### src/rtl/xbar_pkg.sv
package xbar_pkg;
  localparam int LANES = 16;
  localparam int SEL_W = $clog2(LANES);

  typedef struct packed {
    logic             en;
    logic [SEL_W-1:0] sel;
  } route_t;

  localparam int ROUTE_W = $bits(route_t);
endpackage

### src/rtl/xbar_rst_sync.sv
module xbar_rst_sync (
  input  logic clk,
  input  logic rst_n,
  output logic rst_sync_n
);
  logic [1:0] stage_q;

  always_ff @(posedge clk or negedge rst_n) begin
    if (!rst_n) stage_q <= 2'b00;
    else        stage_q <= {stage_q[0], 1'b1};
  end

  assign rst_sync_n = stage_q[1];
endmodule

### src/rtl/xbar_pending_bank.sv
module xbar_pending_bank
  import xbar_pkg::*;
#(
  parameter int N_LANES = LANES
) (
  input  logic                    clk,
  input  logic                    rst_n,
  input  logic                    wr_n,
  input  logic [SEL_W-1:0]        wr_addr,
  input  route_t                  wr_route,
  output route_t [N_LANES-1:0]    pend_d,
  output route_t [N_LANES-1:0]    pend_q
);
  for (genvar o = 0; o < N_LANES; o++) begin : g_entry
    logic hit;
    assign hit = !wr_n && (wr_addr == SEL_W'(o));

    always_comb begin
      pend_d[o] = pend_q[o];
      if (hit) pend_d[o] = wr_route;
    end

    always_ff @(posedge clk or negedge rst_n) begin
      if (!rst_n)   pend_q[o] <= '0;
      else if (hit) pend_q[o] <= pend_d[o];
    end
  end
endmodule

### src/rtl/xbar_active_latch.sv
module xbar_active_latch
  import xbar_pkg::*;
#(
  parameter int N_LANES = LANES
) (
  input  logic                    clk,
  input  logic                    rst_n,
  input  logic                    cfg_n,
  input  route_t [N_LANES-1:0]    pend_d,
  output route_t [N_LANES-1:0]    act_q
);
  logic                 copy_en;
  route_t [N_LANES-1:0] act_d;

  always_comb begin
    copy_en = !cfg_n;
    act_d   = copy_en ? pend_d : act_q;
  end

  always_ff @(posedge clk or negedge rst_n) begin
    if (!rst_n)       act_q <= '0;
    else if (copy_en) act_q <= act_d;
  end
endmodule

### src/rtl/xbar_route_mux.sv
module xbar_route_mux
  import xbar_pkg::*;
#(
  parameter int N_LANES = LANES
) (
  input  logic [N_LANES-1:0]      din,
  input  route_t [N_LANES-1:0]    act_q,
  output logic [N_LANES-1:0]      dout
);
  for (genvar o = 0; o < N_LANES; o++) begin : g_out
    assign dout[o] = act_q[o].en & din[act_q[o].sel];
  end
endmodule

### src/rtl/xbar_cfg_switch.sv
module xbar_cfg_switch
  import xbar_pkg::*;
#(
  parameter int N_LANES = LANES
) (
  input  logic                clk,
  input  logic                rst_n,
  input  logic [N_LANES-1:0]  din,
  output logic [N_LANES-1:0]  dout,
  input  logic                load_n,
  input  logic                cfg_n,
  input  logic [SEL_W-1:0]    out_addr,
  input  logic [SEL_W-1:0]    in_addr,
  input  logic                out_en
);
  logic                 rst_sync_n;
  route_t               wr_route;
  route_t [N_LANES-1:0] pend_d;
  route_t [N_LANES-1:0] pend_q;
  route_t [N_LANES-1:0] act_q;

  assign wr_route = '{en: out_en, sel: in_addr};

  xbar_rst_sync u_rst (
    .clk(clk), .rst_n(rst_n), .rst_sync_n(rst_sync_n)
  );

  xbar_pending_bank #(.N_LANES(N_LANES)) u_bank (
    .clk(clk), .rst_n(rst_sync_n), .wr_n(load_n), .wr_addr(out_addr),
    .wr_route(wr_route), .pend_d(pend_d), .pend_q(pend_q)
  );

  xbar_active_latch #(.N_LANES(N_LANES)) u_act (
    .clk(clk), .rst_n(rst_sync_n), .cfg_n(cfg_n),
    .pend_d(pend_d), .act_q(act_q)
  );

  xbar_route_mux #(.N_LANES(N_LANES)) u_mux (
    .din(din), .act_q(act_q), .dout(dout)
  );
endmodule

### config.mk
export PLATFORM = sky130hd
export DESIGN_NAME = xbar_cfg_switch
export DESIGN_NICKNAME = d
export VERILOG_FILES = /design/src/rtl/xbar_pkg.sv /design/src/rtl/xbar_rst_sync.sv /design/src/rtl/xbar_pending_bank.sv /design/src/rtl/xbar_active_latch.sv /design/src/rtl/xbar_route_mux.sv /design/src/rtl/xbar_cfg_switch.sv
export SDC_FILE = /design/constraint.sdc
export NUM_CORES = 1
export LEC_CHECK = 0
export BUFFER_PORTS_ARGS = -buffer_cell sky130_fd_sc_hd__buf_2
export CORE_ASPECT_RATIO = 0.5
export CORE_UTILIZATION = 55
export DETAILED_ROUTE_END_ITERATION = 10
export PLACE_DENSITY = 0.83
export SYNTH_ARGS = -nofsm -noshare
export SYNTH_HDL_FRONTEND = slang
export SYNTH_SLANG_ARGS = --single-unit
### constraint.sdc
create_clock -name clk -period 6.6 [get_ports clk]
set_input_delay 0.66 -clock clk [delete_from_list [all_inputs] [get_ports clk]]
set_output_delay 0.66 -clock clk [all_outputs]
set_load 0.02 [all_outputs]
==> run_results.csv <==
group,metric,value,unit
synth,netlist-cell-type-count,20,
critical_path,crit_path_top_delay_cell,"dfrtp_1",
timing,hold_viol,0,
run,cap_violations,0,
critical_path,setup.worst_path.start_class,"register",
timing,min_period,2.81,ns
power,pwr-share-seq,45.0,%
synth,syn_nets,676,
global_routing,grt-ovfl-total,0,
timing,hold_slack,0.341,ns
detailed_routing,avgRoutedWirePerCell,22.2,um
global_routing,first_global_vias,5505,
power,peakVddDrop,0.000221,V
cells_and_area,n_antenna_cell,0,
synth,yosys-top-cells-area,"dfrtp_1 48%, mux2_2 22%, mux4_2 8.5%, mux2i_1 7.1%, o211ai_1 2.5%",
critical_path,regToRegSetupSlack,5.03,ns
cts,clockBufferDepth,2,
timing,drv_slew,0,
synth,async_flop_share,100,%
detailed_routing,routed-via-count,5536,
timing,grt_setup_unrepaired,"no",
global_routing,grt_max_degree,81,
timing,worst_pin_slew,1.15,ns
synth,synthTopCellsByCount,"164 x mux2_2, 162 x dfrtp_1, 60 x mux2i_1, 50 x nand2_1, 43 x clkbuf_1",
synth,yosysMostFrequentCell,"mux2_2",
timing,finalSetupViolCount,0,
cts,insertion_delay,0.42,ns
cells_and_area,num-fill-cells,1060,
power,pwr-share-clk,28.8,%
cts,numCtsBuffers,17,
synth,yosysTopAreaCell,"dfrtp_1",
timing,fmax,355,MHz
cells_and_area,area_growth,10.4,%
cts,cts-root-buf,"clkbuf_16",
global_routing,grt_pass1_wl,30700,um
synth,ys_seq_area_share,48.1,%
detailed_routing,remaining_drc_errors,0,
die,core-area,0.0147,mm^2
cells_and_area,num-nets-final,694,
placed_design,dpl.hpwl,12300,um
detailed_routing,wirelength,19500,um
synth,synth_top_area_share,48.1,%
timing,maxSlewHeadroom,23.6,%
timing,skew,0.0124,ns
die,dieArea,0.0159,mm^2
detailed_routing,dr.pass1.iters,5,
die,num_rows,31,
die,die_h,89.6,um
die,pin_count,45,
power,combPwrFrac,26.1,%
power,cellPowerDensity,356,mW/mm^2
cts,cts_max_level,4,
worst_hold_path,min_path_type,"reg -> async",
cells_and_area,stdcell_area,0.00931,mm^2
cts,cts.sinks,162,
synth,synthFlopType,"dfrtp_1",
synth,syn_area,0.00843,mm^2
detailed_routing,viasPerCell,6.33,
power,netSwitchingPower,0.00102,W
critical_path,critPathCaptureType,"output port",
timing,fin_crit_sh,42.6,%
power,p_leak,3.91,nW
global_routing,grt_antenna_before_repair,0,
cts,cts_tree,"built",
critical_path,slowest_delay,0.56,ns
cells_and_area,layout-drive-gt1-share,40.2,%
synth,synthCells,647,
detailed_routing,antenna_left,0,
critical_path,path_cells,"mux4_2 -> nand2b_1 -> o311ai_0 -> o22ai_1 -> buf_2",
global_routing,grt_usage,26.3,%
cts,clkTransAtPathRegs,0.07,ns
critical_path,arrival,2.15,ns
placed_design,portBuffers,44,
synth,synth.avg_cell_area,13.0,um^2
synth,synth-edff-count,0,
detailed_routing,drt_iter0_drc,480,
timing,setup-tns-final,0,ns
power,intPower,0.00230,W
placed_design,placed_cell_area,0.00874,mm^2
cts,cts_resized,0,
synth,ys_seq_elements,162,
die,start_util,57.4,%
critical_path,required,5.94,ns
placed_design,routabilityCongestion,0.783,
critical_path,critPathKind,"reg -> out",
die,die_w,177,um
status,status,"completed",
synth,synth_warnings,0,
power,switching_share,30.7,%
critical_path,critPathMaxFanout,7,
power,power,0.00331,W
[worst max-delay path: cells and delay by family (launching register included)]
| family | cells | cell delay (ns) |
|---|---|---|
| buffers and inverters | 1 | 0.19 |
| AOI/OAI and AO/OA | 2 | 0.28 |
| DFF | 1 | 0.56 |
| and+or+nand+nor | 1 | 0.15 |
| muxes | 1 | 0.55 |
[through the flow]
| stage | setup slack, ns | std cells | util [%] |
|---|---|---|---|
| 3_3_place_gp | 3.94 | 843 | 59.4 |
| 2_1_floorplan | 1.75 | 647 | - |
| 5_1_grt | 3.67 | 875 | 63.4 |
| 6_report | 3.79 | 875 | 63.4 |
| 4_1_cts | 3.77 | 875 | 63.4 |
| 3_5_place_dp | 3.94 | 843 | 59.4 |
[what timing repair did]
item / 4_1_cts / 5_1_grt
endpoints found under the hold margin: 2 / 0
hold buffers: 1 / 0
setup buffers: 0 / 0
[flip-flops by register name, indices dropped and copies added (netlist names)]
signal and count:
u_act.act_q 80, u_rst.stage_q 2, u_bank.pend_q 80
[layout make-up]
class	instances	area [um^2]	share of cell area, %
clock inverter	12	135	1.45
sequential	162	4060	43.6
timing repair buffer	47	248	2.66
multi-input combinational	437	4190	45.0
clock buffer	19	433	4.65
tap	198	248	2.66
[per-layer routing]
metal	vias to the layer above	track usage, %	wire length (um)	share of wire (%)
li1	2437	-	-	-
met1	2850	36.5	8700	45
met2	222	41.7	9050	46
met3	27	6.46	1500	7.7
met4	0	6.97	223	1.1
met5	-	0	0	0
[kinds of logic (layout without fill, tap and decap cells)]
logic type	Yosys count	count (layout)	share of synthesized area, %
other	1	1	0.0445
AO/OA/AOI/OAI	48	48	4.09
flip-flops	162	162	48.1
AND/OR/NAND/NOR	132	132	8.01
buffers and inverters	48	78	2.21
multiplexers	256	256	37.6
[path summary, 6_finish.rpt]
path,cells past startpoint,endpoint,startpoint
max reg2reg,1,u_bank.pend_q[19],u_rst.stage_q[1]
min in group clk,0,u_rst.stage_q[1],u_rst.stage_q[0]
min reg2reg,0,u_act.act_q[14],u_rst.stage_q[1]
min,0,u_act.act_q[14],u_rst.stage_q[1]
max in group asynchronous,1,u_bank.pend_q[19],u_rst.stage_q[1]
max,5,dout[4],u_act.act_q[20]
[cell usage in the layout (no fill, tap or decap), types with 2 or more instances in the layout]
master and count:
clkbuf_1 2, mux4_2 32, clkbuf_16 17, inv_6 2, clkinvlp_4 4, clkinv_4 2
o311ai_0 4, nand3b_1 9, buf_2 43, o211ai_1 28, dfrtp_1 161, o22ai_1 16
nor2b_1 16, buf_4 3, nand3_1 28, nand2_1 50, clkinv_2 2, mux2i_1 60
nor3b_1 4, nand2b_1 20, bufinv_16 2, nor2_1 2, mux2_2 164
[power groups by stage]
| stage | logic [W] | registers [W] | clock network [W] |
|---|---|---|---|
| 3_3_place_gp | 0.000830 | 0.00148 | 0 |
| 3_5_place_dp | 0.000862 | 0.00151 | 0 |
| 4_1_cts | 0.000869 | 0.00149 | 0.000966 |
| 5_1_grt | 0.000936 | 0.00153 | 0.00101 |
| 2_1_floorplan | 0.000762 | 0.00139 | 0 |
| 6_report | 0.000866 | 0.00149 | 0.000956 |
Power figures use the tool's default switching activity.
